`config.mk`:
```
export PLATFORM = sky130hd
export DESIGN_NAME = ring_mediator
export DESIGN_NICKNAME = d
export VERILOG_FILES = /design/src/rtl/ring_mediator.sv
export SDC_FILE = /design/constraint.sdc
export NUM_CORES = 1
export LEC_CHECK = 0
export BUFFER_PORTS_ARGS = -buffer_cell sky130_fd_sc_hd__buf_2
export CAP_MARGIN = 20
export CORE_ASPECT_RATIO = 1.4
export CORE_MARGIN = 5
export CORE_UTILIZATION = 40
export DETAILED_ROUTE_END_ITERATION = 12
export PLACE_DENSITY = 0.67
export SLEW_MARGIN = 10
export SYNTH_ARGS = -nofsm -noshare
export SYNTH_HDL_FRONTEND = slang
export SYNTH_SLANG_ARGS = --single-unit
```
`constraint.sdc`:
```
create_clock -name clk -period 5.8 [get_ports clk]
set_input_delay 0.29 -clock clk [delete_from_list [all_inputs] [get_ports clk]]
set_output_delay 0.29 -clock clk [all_outputs]
set_load 0.01 [all_outputs]
```
`src/rtl/ring_mediator.sv`:
```
module ring_mediator #(
  parameter int DIV_W       = 8,
  parameter int LEN_W       = 16,
  parameter int ARB_CYCLES  = 3,
  parameter int INTJ_HALVES = 10,
  parameter int CTRL_CYCLES = 3
) (
  input  logic             clk,
  input  logic             rst_n,
  input  logic [DIV_W-1:0] div_cfg,
  input  logic [LEN_W-1:0] max_len,
  input  logic             clk_in,
  output logic             clk_out,
  input  logic             data_in,
  output logic             data_out
);

  localparam int SEQ_A   = (ARB_CYCLES > CTRL_CYCLES) ? ARB_CYCLES : CTRL_CYCLES;
  localparam int SEQ_MAX = (SEQ_A > INTJ_HALVES) ? SEQ_A : INTJ_HALVES;
  localparam int CYC_W   = (SEQ_MAX > 2) ? $clog2(SEQ_MAX) : 1;
  localparam logic [CYC_W-1:0] ARB_LAST  = CYC_W'(ARB_CYCLES - 1);
  localparam logic [CYC_W-1:0] INTJ_LAST = CYC_W'(INTJ_HALVES - 1);
  localparam logic [CYC_W-1:0] CTRL_LAST = CYC_W'(CTRL_CYCLES - 1);
  localparam logic [CYC_W-1:0] CTRL_PEN  = CYC_W'(CTRL_CYCLES - 2);

  typedef enum logic [2:0] {S_IDLE, S_ARB, S_DATA, S_INTJ, S_CTRL} st_t;

  st_t              state;
  logic [DIV_W-1:0] div_cnt;
  logic [CYC_W-1:0] cyc;
  logic [LEN_W-1:0] bit_cnt;
  logic             hi_q, err_q, clk_q, drv_q, fwd_q;

  wire tick     = (div_cnt == div_cfg);
  wire end_low  = tick && !hi_q;
  wire end_high = tick && hi_q;
  wire overflow = (bit_cnt >= max_len);

  assign clk_out  = clk_q;
  assign data_out = fwd_q ? data_in : drv_q;

  always_ff @(posedge clk) begin
    if (!rst_n) begin
      state   <= S_IDLE;
      div_cnt <= '0;
      cyc     <= '0;
      bit_cnt <= '0;
      hi_q    <= 1'b0;
      err_q   <= 1'b0;
      clk_q   <= 1'b1;
      drv_q   <= 1'b1;
      fwd_q   <= 1'b0;
    end else begin
      if (state == S_IDLE) div_cnt <= '0;
      else                 div_cnt <= tick ? '0 : div_cnt + 1'b1;

      case (state)
        S_IDLE: begin
          if (!data_in) begin
            state   <= S_ARB;
            clk_q   <= 1'b0;
            hi_q    <= 1'b0;
            cyc     <= '0;
            bit_cnt <= '0;
            err_q   <= 1'b0;
            fwd_q   <= 1'b0;
            drv_q   <= 1'b1;
          end
        end

        S_ARB: begin
          if (end_low) begin
            if (cyc == '0 && data_in) begin
              state <= S_INTJ;
              clk_q <= 1'b1;
              cyc   <= '0;
              err_q <= 1'b1;
              fwd_q <= 1'b0;
              drv_q <= 1'b1;
            end else begin
              clk_q <= 1'b1;
              hi_q  <= 1'b1;
            end
          end else if (end_high) begin
            clk_q <= 1'b0;
            hi_q  <= 1'b0;
            fwd_q <= 1'b1;
            if (cyc == ARB_LAST) begin
              state <= S_DATA;
              cyc   <= '0;
            end else begin
              cyc <= cyc + 1'b1;
            end
          end
        end

        S_DATA: begin
          if (end_low) begin
            if (overflow || clk_in) begin
              state <= S_INTJ;
              clk_q <= 1'b1;
              cyc   <= '0;
              err_q <= overflow;
              fwd_q <= 1'b0;
              drv_q <= 1'b1;
            end else begin
              clk_q   <= 1'b1;
              hi_q    <= 1'b1;
              bit_cnt <= bit_cnt + 1'b1;
            end
          end else if (end_high) begin
            clk_q <= 1'b0;
            hi_q  <= 1'b0;
          end
        end

        S_INTJ: begin
          if (tick) begin
            if (cyc == INTJ_LAST) begin
              state <= S_CTRL;
              cyc   <= '0;
              hi_q  <= 1'b0;
              clk_q <= 1'b0;
              fwd_q <= !err_q;
              drv_q <= 1'b0;
            end else begin
              cyc   <= cyc + 1'b1;
              drv_q <= !drv_q;
            end
          end
        end

        S_CTRL: begin
          if (end_low) begin
            clk_q <= 1'b1;
            hi_q  <= 1'b1;
          end else if (end_high) begin
            if (cyc == CTRL_LAST) begin
              state <= S_IDLE;
              cyc   <= '0;
              hi_q  <= 1'b0;
              fwd_q <= 1'b0;
              drv_q <= 1'b1;
            end else begin
              cyc   <= cyc + 1'b1;
              clk_q <= 1'b0;
              hi_q  <= 1'b0;
              if (cyc == CTRL_PEN) begin
                fwd_q <= 1'b0;
                drv_q <= 1'b1;
              end else begin
                fwd_q <= !err_q;
                drv_q <= 1'b0;
              end
            end
          end
        end

        default: state <= S_IDLE;
      endcase
    end
  end

  AST_IDLE_QUIET: assert property (@(posedge clk) disable iff (!rst_n)
    (state == S_IDLE && $past(state) == S_IDLE) |-> (clk_out && $stable(clk_out)));
  AST_HALF_BOUND: assert property (@(posedge clk) disable iff (!rst_n)
    (state != S_IDLE) |-> (div_cnt <= div_cfg));
  AST_START_FALL: assert property (@(posedge clk) disable iff (!rst_n)
    ($past(rst_n) && $past(state) == S_IDLE && !$past(data_in)) |-> !clk_out);
  AST_ARB_HOLD_HIGH: assert property (@(posedge clk) disable iff (!rst_n)
    (state == S_ARB && cyc == '0) |-> data_out);
  AST_NULL_ERROR: assert property (@(posedge clk) disable iff (!rst_n)
    (state == S_INTJ && $past(state) == S_ARB) |-> err_q);
  AST_FORWARD: assert property (@(posedge clk) disable iff (!rst_n)
    (state == S_DATA || (state == S_ARB && cyc != '0)) |-> (data_out == data_in));
  AST_INTJ_CLK_HIGH: assert property (@(posedge clk) disable iff (!rst_n)
    (state == S_INTJ) |-> clk_out);
  AST_NO_OVERFLOW: assert property (@(posedge clk) disable iff (!rst_n)
    (state == S_DATA) |-> (bit_cnt <= max_len));
  AST_CTRL_ERROR: assert property (@(posedge clk) disable iff (!rst_n)
    (state == S_CTRL && err_q && cyc < CTRL_PEN + 1'b1) |-> !data_out);
  AST_IDLE_RETURN: assert property (@(posedge clk) disable iff (!rst_n)
    ($past(state) == S_CTRL && state == S_IDLE) |-> (clk_out && data_out));

endmodule

```
After elaboration in Yosys (flattened, before gate mapping)
Index checks and enable logic that the tools add are counted.

Add/subtract/negate cells: 3. $lt $le $gt $ge: 1. Equality and inequality tests: 27. Mux-type cells: 72. Bitwise logic cells: 1. Reduce and logical (&&, ||, !) cells: 23.

Operators by type and width (count): 16-bit two-way mux (3); 4-bit two-way mux (10); 1-bit two-way mux (39); 3-bit two-way mux (12); 16-bit case mux with 2 select lines (1); 2-bit != test, second input constant (11); 3-bit != test, second input constant (7); 4-bit case mux with 5 select lines (1); 16-bit by 1-bit adder with 16-bit output, second input constant (1); 16-bit greater-or-equal comparator (1); 1-bit case mux with 5 select lines (3); 3-bit case mux with 5 select lines (1); 7-bit AND reduction (2); 6-bit AND reduction (2); 11-bit AND reduction (1); 10-bit AND reduction (1); 9-bit AND reduction (1); 8-bit by 1-bit adder with 8-bit output, second input constant (1); 8-bit equality test (1); 3-bit by 2-bit equality test with 1-bit output, second input constant (2); 5-bit nonzero test (1); 4-bit by 1-bit adder with 4-bit output, second input constant (1); 4-bit by 1-bit equality test with 1-bit output, second input constant (1); 4-bit by 2-bit equality test with 1-bit output, second input constant (1); 18 further kinds (22).

Register bits: 36. Bits of input ports: 28. Word-level logic and storage cells: 136.

Logic depth before layout (Yosys ltp)
Gate-level depths: netlist of the first run.

Word-level depth: 6. Depth in mapped cells: 12. Gate-level depth less buffers: 12.

Worst setup path before layout of the first run
No wires, ideal clock.

Kind: flip-flop to flip-flop. Start: reg div_cnt[0]. End: reg err_q. Library setup time: 136 ps. Arrival time: 2635 ps. Required time: 5664 ps. Slack: 3029 ps. Stages on the path, launching flop included: 13. Period minus slack after synthesis: 2771 ps. Cell sequence: dfxtp_1 xor2_1 nor4_1 nand2_1 inv_1 ha_1 nor2_1 a21oi_1 a31oi_1 a2111oi_1 o21ai_1 a2111oi_0 a211oi_1.

Longest elaborated chain between the ends: 4. Elaborated cells on any way between the ends: 5.

Ends and longest elaborated chain: start: declaration (line 29) `logic [DIV_W-1:0] div_cnt;`; start signal: assignment (line 55) `else div_cnt <= tick ? '0 : div_cnt + 1'b1;`; 8-bit equality test (*) (line 34) `wire tick = (div_cnt == div_cfg);`; 1-bit logical AND (*) (line 35) `wire end_low = tick && !hi_q;`; 2-bit != test (no line); 6-bit AND reduction (no line) (*); end signal: assignment (line 103) `err_q <= overflow;`; end: declaration (line 32) `logic hi_q, err_q, clk_q, drv_q, fwd_q;`.

Mark *: on every way between the ends. The rest lies on a longest branch, timed or not. A chain may end at the register's enable or synchronous reset.

Worst setup path after layout of the first run
Same ends and word-level chain as after synthesis.

==> summary by stage, run 1 <==
Setup path
Data on the critical path is required at its endpoint by around 6.0 ns. The termination of the worst setup path is err_q. The number of buffer and inverter stages on the critical path is 1.

The worst register-to-register path ends at err_q. Among all stages on the critical path, the largest delay is contributed by sky130_fd_sc_hd__a2111oi_0. The critical path capture point type is a register. The data arrival time of the critical path is around 3.4 ns.

The maximum fanout along the worst path is 7. Across all register-to-register paths, the minimum setup slack is between 2 and 3 ns. The startpoint identified for the worst register-to-register timing path is div_cnt[0]. The cell family contributing the most delay on the critical path is compound AO/OA/AOI/OAI gates.

The critical path crosses 12 cells after its start point. The worst register-to-register path has a depth of 12. For this run, the slowest stage of the critical path takes ~0.54 ns. The signal on the critical path passes through xor2_1 -> nor4_1 -> nand2_1 -> inv_1 -> ha_1 -> nor2_1 -> a21oi_1 -> a31oi_1 -> a2111oi_1 -> o21ai_1 -> a2111oi_0 -> a211oi_1.

STA classifies the critical path startpoint as a register. The startpoint of the worst setup timing path is div_cnt[0]. By startpoint and endpoint, the worst setup path is classified as reg2reg.

Finish
In the final layout, flip-flops and latches occupy 720.7 sq um. 0 antenna diodes ended up in the layout. At the end of the flow, the number of nets in the layout was between 300 and 400. The post-route netlist has approximately 13% of its cells at a drive strength greater than 1. The filler cells instantiated in the layout total 650. The finished layout holds 423 standard cells, fillers aside.

In the final layout, the multi-input gates occupy between 0.0015 and 0.002 sq mm. The synthesis-to-finish area growth is 10.05%. The final design utilization is a little under half.

STA
Setup violations remaining at the end of the flow were counted as 0. The headroom to the max-slew limit is between 60% and 70%. The fraction of the cycle the final worst path needs is a little under three fifths. At the pin with the least slew margin, the transition time is approximately 0.56 ns. On the final layout, the worst hold slack is between 0.3 and 0.4 ns. Derived from the worst setup path, the maximum achievable clock frequency is about 300 MHz. The setup TNS is 0 ns. The time the worst path needs with I/O delays and setup is between 3 and 4 ns. The final number of max-transition violations is 0.

The final hold violation count is 0. For the final database, setup skew stands at between 0.008 and 0.009 ns. Setup repair after global routing left no endpoint under its margin.

Global route
In the global route stage, overall resource usage came out at between 10% and 20%. The number of antenna violations at the first check in global routing was 0. The via count of the first global-routing pass was about 2300. The global-route wire length before repair is 9998 um. The total global routing overflow is 0. The met1 global-route usage is roughly 16%. The maximum number of pins on one net before global-route repair is 19. In this run the most used layer during global routing was met2.

The global-route track usage on met3 is under 10%. Global routing used 27.51% of the available met2 tracks.

Yosys
When the netlist entered floorplanning its net count stood at around 380. The number of synthesized flops with an enable pin is 0. In this run, synthesis produced a sequential element count of 36. The mean instance size in the synthesized netlist is slightly below 8 sq um. After synthesis, flip-flops and latches occupy between 20% and 30% of the total area.

The total number of yosys warnings is 0. The library cell with the highest instance count after synthesis is sky130_fd_sc_hd__dfxtp_1. The share of synthesized area in the top cell type comes to between 20 and 30%.

Synthesis produced between 300 and 400 cells. Sorting the synthesized cells by area gives the leading types as sky130_fd_sc_hd__dfxtp_1 28%, sky130_fd_sc_hd__ha_1 9.6%, sky130_fd_sc_hd__nor2_1 4.9%. The async set-or-reset flop fraction in the synthesized netlist is 0%. After synthesis the cells add up to 0.002602 sq mm. The leading area contributor after synthesis is sky130_fd_sc_hd__dfxtp_1.

The synthesized netlist contains between 60 and 70 unique library cells. Ranked by instance count, the synthesized netlist is headed by 36 x sky130_fd_sc_hd__dfxtp_1, 34 x sky130_fd_sc_hd__nor2_1, 29 x sky130_fd_sc_hd__nand2_1. The most used flip-flop cell after synthesis is sky130_fd_sc_hd__dfxtp_1.

Placement
The detailed placer's ending HPWL is 4526 um. Input and output buffers added on the ports amount to 29. Counting tap cells, the placed design contains a total of around 420 instances.

The weighted congestion at the end of routability-driven global placement is 0.8649.

Floorplanning
The die extent in y is approximately 110 um. The top-level I/O count is 30. The die span in x is just under 80 um. The die covers between 0.008 and 0.009 sq mm. The row count is 34. The initial core utilization is between 40% and 50%. The area of the placeable core is 0.006296 sq mm.

Power and ir drop
The maximum vdd drop is approximately 0.00014 V. The total power draw is ~0.84 mW. The leakage power figure is roughly 1.3 nW. Power spread over the standard cell area amounts to ~290 mW/mm^2.

Clocking
The largest buffer count on any clock path is 2. The H-tree generated during clock tree synthesis spans 2 levels. The number of hold buffers added after CTS was 0. The clock drives 36 sinks. TritonCTS created 5 clock buffers. The CTS tree is done. The clock latency on the worst-skew pair is roughly 0.29 ns.

The buffer count from post-CTS setup fixing is 0. The count of instances resized after the clock tree is built is 0. The clock-pin slew on the worst setup and hold paths is ~0.080 ns.

The CTS root buffer is sky130_fd_sc_hd__clkbuf_8.

Route
In this run the remaining antenna-violating nets after routing total 0. The routed wire length is 5897 um. The post-detailed-route DRC marker count is 0. The via count is about 2400. The average vias per placed instance is between 5 and 6. The detailed router finished its first iteration with about 150 violations. Dividing the detail-routed wire length by the instance count gives 13.94 um.

For this run, the detailed router's first-pass iteration total came to 4.

Run
The tool flagged a number of max-cap violations equal to 0.

Status
The flow ran to the end, and the final reports show no timing, DRC or antenna violations.

Worst hold path
In this run the worst hold path is classified as in2reg.
==> flip-flops by register name, summed over array words and instances (netlist names) <==
register,count
bit_cnt,16
div_cnt,8
cyc,4
state,3
clk_out,1
drv_q,1
err_q,1
fwd_q,1
hi_q,1
==> how the worst min path moves through the flow <==
stage | startpoint | endpoint | slack (ns) | depth (start not counted)
2_1_floorplan | err_q | err_q | 0.45 | 2
3_3_place_gp | err_q | err_q | 0.48 | 2
3_5_place_dp | err_q | err_q | 0.49 | 2
4_1_cts | rst_n | drv_q | 0.31 | 2
5_1_grt | rst_n | drv_q | 0.33 | 2
6_report | rst_n | drv_q | 0.31 | 2
==> stage by stage <==
stage / area [sq um] / worst slack [ns]
3_5_place_dp: 2768 / 2.506
5_1_grt: 2864 / 2.053
2_1_floorplan: 2603 / 3.029
3_3_place_gp: 2768 / 2.725
6_report: 2864 / 2.519
4_1_cts: 2864 / 2.456
==> layout make-up <==
| type | instances | share of cell area (%) |
|---|---|---|
| inverters | 25 | 3.277 |
| well taps | 72 | 3.145 |
| flip-flops and latches | 36 | 25.16 |
| clock buffers | 7 | 3.364 |
| repair buffers | 29 | 5.068 |
| multi-input cells | 254 | 59.98 |
==> where the power goes <==
group / switching [mW] / leakage [nW] / internal [mW] / total (mW)
clock network: 0.0924 / 0.0503 / 0.106 / 0.198
logic: 0.190 / 0.926 / 0.135 / 0.325
registers: 0.0418 / 0.291 / 0.270 / 0.312
==> cell families after synthesis <==
| family | Yosys count | share of synthesized area [%] |
|---|---|---|
| buffers and inverters | 37 | 6.298 |
| flip-flops | 36 | 27.69 |
| AND/OR/NAND/NOR | 132 | 26.97 |
| multiplexers | 9 | 3.510 |
| adder cells (fa/ha/maj) | 20 | 9.615 |
| AO/OA/AOI/OAI | 71 | 18.51 |
| XOR/XNOR | 22 | 7.404 |
==> worst reg2reg max path, cell delays in order (launching register included) <==
cell and delay [ns]:
sky130_fd_sc_hd__dfxtp_1 0.36, sky130_fd_sc_hd__xor2_1 0.18, sky130_fd_sc_hd__nor4_1 0.27, sky130_fd_sc_hd__nand2_1 0.19
sky130_fd_sc_hd__inv_1 0.12, sky130_fd_sc_hd__ha_1 0.27, sky130_fd_sc_hd__nor2_1 0.08, sky130_fd_sc_hd__a21oi_1 0.29
sky130_fd_sc_hd__a31oi_1 0.08, sky130_fd_sc_hd__a2111oi_1 0.42, sky130_fd_sc_hd__o21ai_1 0.27, sky130_fd_sc_hd__a2111oi_0 0.54
sky130_fd_sc_hd__a211oi_1 0.10
==> cells in the final DEF (no fill, tap or decap), types with 3 or more instances in the layout <==
cell / instances
sky130_fd_sc_hd__inv_1: 25
sky130_fd_sc_hd__nor2_1: 34
sky130_fd_sc_hd__a211o_1: 3
sky130_fd_sc_hd__a31oi_1: 5
sky130_fd_sc_hd__a21oi_1: 15
sky130_fd_sc_hd__dfxtp_1: 36
sky130_fd_sc_hd__nand2b_1: 11
sky130_fd_sc_hd__and3_1: 6
sky130_fd_sc_hd__o21ai_0: 15
sky130_fd_sc_hd__or4_1: 3
sky130_fd_sc_hd__nor2b_1: 6
sky130_fd_sc_hd__or3_1: 3
sky130_fd_sc_hd__nor3_1: 4
sky130_fd_sc_hd__and2_1: 3
sky130_fd_sc_hd__mux2i_1: 8
sky130_fd_sc_hd__a211oi_1: 3
sky130_fd_sc_hd__ha_1: 20
sky130_fd_sc_hd__xor2_1: 14
sky130_fd_sc_hd__nand4_1: 4
sky130_fd_sc_hd__buf_2: 29
sky130_fd_sc_hd__clkbuf_8: 7
sky130_fd_sc_hd__o211ai_1: 5
sky130_fd_sc_hd__xnor2_1: 8
sky130_fd_sc_hd__nand3_1: 13
sky130_fd_sc_hd__nand2_1: 29
==> metal layers <==
| metal | vias to the layer above | routed length, um | share of wire, % |
|---|---|---|---|
| li1 | 1207 | - | - |
| met1 | 1090 | 2351 | 40 |
| met5 | - | 0 | 0 |
| met4 | 0 | 197 | 3.3 |
| met2 | 48 | 3138 | 53 |
| met3 | 19 | 210 | 3.6 |
No activity file was read; power rests on OpenSTA's default activity.
==> run 2: changes to the inputs <==
- PLACE_DENSITY: 0.67 -> 0.69
- clock period: 5.8 -> 2.6 ns (I/O delays scaled with it)
==> run 2 against run 1 <==
Against the previous run:
- count of clock-buffer cells in the layout stayed put
- worst setup slack worse by 2.5 ns
- flip-flop and latch count stayed put
- non-clock buffer count grew 28
- critical path type unchanged
- utilization increased by 5.3 points
==> summary by stage, run 2 (synthesis results as in run 1) <==
STA
The fraction of the cycle the final worst path needs is 97.40% (was 56.57%). The headroom to the max-slew limit was 63.79% (was 62.52%). The maximum frequency from static timing analysis was 394.9 MHz (was 304.8 MHz). The slew at the pin closest to its max-slew limit was 0.5425 ns (was 0.5615 ns). The final count of negative-setup-slack endpoints is 0 (unchanged). The setup TNS is 0 ns (unchanged).

The final number of max-transition violations is 0 (unchanged). Setup repair after global routing missed its margin: yes (was no). The time the worst path needs with I/O delays and setup is 2.532 ns (was 3.281 ns).

The final hold violation count was 0 (unchanged). The worst clock skew on the final layout came to 0.008895 ns (was 0.008936 ns).

Finish
The number of filler cells placed in the layout is 603 (was 650). The footprint of the multi-input gates came to 0.001793 sq mm (was 0.001718 sq mm). The flip-flop count of the largest register after layout was 16 (unchanged). The fraction of final layout cells with drive strength greater than 1 is 23.16% (was 12.54%). Largest registers: bit_cnt x16, div_cnt x8, cyc x4 (unchanged). The final layout net count was 427 (was 399).

Highest-count cells in the layout ignoring fill and taps: 35 x sky130_fd_sc_hd__dfxtp_1, 33 x sky130_fd_sc_hd__nor2_1, 29 x sky130_fd_sc_hd__nand2_1, 29 x sky130_fd_sc_hd__buf_2, 25 x sky130_fd_sc_hd__buf_4 (was 36 x sky130_fd_sc_hd__dfxtp_1, 34 x sky130_fd_sc_hd__nor2_1, 29 x sky130_fd_sc_hd__nand2_1, 29 x sky130_fd_sc_hd__buf_2, 25 x sky130_fd_sc_hd__inv_1). The most common cell after layout, fill and taps aside is sky130_fd_sc_hd__dfxtp_1 (unchanged). The area of all placed cells without fillers was 0.003196 sq mm (was 0.002864 sq mm). The diode insertion count for antenna repair was 0 (unchanged). The footprint of the flip-flops and latches is 721.9 sq um (was 720.7 sq um). The most flop-heavy register is bit_cnt (unchanged).

The synthesis-to-finish area growth came to 22.79% (was 10.05%).

Setup path
The critical path start-end classification is reg2reg (unchanged). The critical path capture point type is a register (unchanged). The worst endpoint required time came to 2.77 ns (was 5.96 ns). The startpoint type of the worst setup path was a register (unchanged).

The maximum fanout along the worst path is 4 (was 7). The data arrival time of the critical path is 2.71 ns (was 3.44 ns). The reg2reg setup slack is 0.07 ns (was 2.52 ns).

Global route
The number of antenna violations at the first check in global routing came to 0 (unchanged). The overall global routing resource usage is 14.95% (was 14.86%). The maximum number of pins on one net before global-route repair was 19 (unchanged). The via count of the first global-routing pass is 2403 (was 2303). The global-route wire length before repair came to 10180 um (was 9998 um).

The total global routing overflow came to 0 (unchanged).

Worst hold path
The path class of the lowest-slack min-delay path is in2reg (unchanged).

Power and ir drop
The maximum vdd drop was 0.0003202 V (was 0.0001405 V). The leakage power figure was 1.433 nW (was 1.267 nW). The cell area power density is 704.8 mW/mm^2 (was 291.7 mW/mm^2). The total power draw is 2.252 mW (was 0.8354 mW).

Clocking
The CTS root buffer is sky130_fd_sc_hd__clkbuf_8 (unchanged). The largest buffer count on any clock path came to 2 (unchanged). The clock sink count is 36 (unchanged). The number of buffers inserted during clock tree synthesis came to 5 (unchanged). The hold buffer count at CTS came to 0 (unchanged). The clock latency on the worst-skew pair is 0.29 ns (about the same). The CTS tree is done (unchanged). The deepest level of the CTS H-tree is 2 (unchanged). The clock-pin slew on the worst setup and hold paths came to 0.08 ns (about the same).

Route
The routed wire length is 6004 um (was 5897 um). The post-detailed-route DRC marker count was 0 (unchanged). The per-cell routed wire length was 13.28 um (was 13.94 um).

The average vias per placed instance is 5.423 (was 5.589). The via count is 2451 (was 2364). The number of iterations in the first detailed-routing pass is 4 (unchanged). The number of DRC violations after detailed-routing iteration 0 was 119 (was 152).

The number of nets still failing antenna checks after routing is 0 (unchanged).

Status
Status: finished, final reports clean (unchanged).

Run
The max-capacitance violation count is 0 (unchanged).

Floorplanning
The die extent in y is 105.4 um (unchanged). The top-level I/O count is 30 (unchanged). The die span in x is 78.17 um (unchanged). The initial core utilization is 41.34% (unchanged). The area of the placeable core is 0.006296 sq mm (unchanged). The row count is 34 (unchanged).

The die footprint is 0.008242 sq mm (unchanged).

Placement
The weighted congestion at the end of routability-driven global placement was 0.9081 (was 0.8649). The total of buffers placed on input and output ports is 29 (unchanged). The detailed placer's ending HPWL is 4679 um (was 4526 um).

The placed instance area was 0.002949 sq mm (was 0.002768 sq mm).
run 2: layout make-up:
class / count / area share [%]
Multi-Input combinational cell: 254 / 56.11
Clock inverter: 1 / 0.9397
Sequential cell: 36 / 22.59
Tap cell: 72 / 2.819
Inverter: 25 / 3.054
Clock buffer: 7 / 3.015
Timing Repair Buffer: 57 / 11.47
run 2: metal layers:
metal  vias to the layer above  routed length, um  part of all wire (%)  global-route usage, %
met5                         -                  0                     0                      0
met4                         0                125                   2.1                  7.000
met3                        12                241                   4.0                  3.072
met2                        55               3141                    52                  28.00
met1                      1122               2496                    42                  15.65
li1                       1262                  -                     -                      -
run 2: through the flow:
stage	hold WS, ns	instances	setup slack [ns]	utilization (%)
after floorplan	0.4122	327	0.03844	-
after global placement	0.4577	438	-0.0002496	46.84
after detailed placement	0.4644	438	-0.03921	46.84
after CTS	0.1646	446	0.04526	48.95
after global routing	0.1789	452	-0.06580	50.76
final	0.1685	452	0.06770	50.76
run 2: final timing paths:
kind | startpoint | end | cells after the start
worst max register to register | bit_cnt[9] | hi_q | 9
worst max-delay path | bit_cnt[9] | hi_q | 9
worst min-delay path | rst_n | drv_q | 2
worst min register to register | hi_q | hi_q | 2
run 2: repair_timing:
item,4_1_cts,5_1_grt
hold endpoints to repair,0,0
setup endpoints to repair,4,17
resized for setup,2,18
setup buffers,0,6
pin swaps,0,12
cloned,0,0
run 2: power breakdown:
group          switching, mW  leakage [nW]  internal [mW]
clock network          0.196        0.0645          0.338
registers             0.0613         0.292          0.603
logic                  0.553          1.08          0.501
run 2: critical path: stages, from the launching register on:
cell and delay [ns]:
sky130_fd_sc_hd__dfxtp_1 0.34, sky130_fd_sc_hd__ha_1 0.29, sky130_fd_sc_hd__a21o_1 0.16, sky130_fd_sc_hd__a221o_1 0.32
sky130_fd_sc_hd__a21oi_2 0.26, sky130_fd_sc_hd__nand4b_1 0.28, sky130_fd_sc_hd__buf_4 0.23, sky130_fd_sc_hd__buf_4 0.13
sky130_fd_sc_hd__a211o_1 0.30, sky130_fd_sc_hd__mux2i_1 0.12
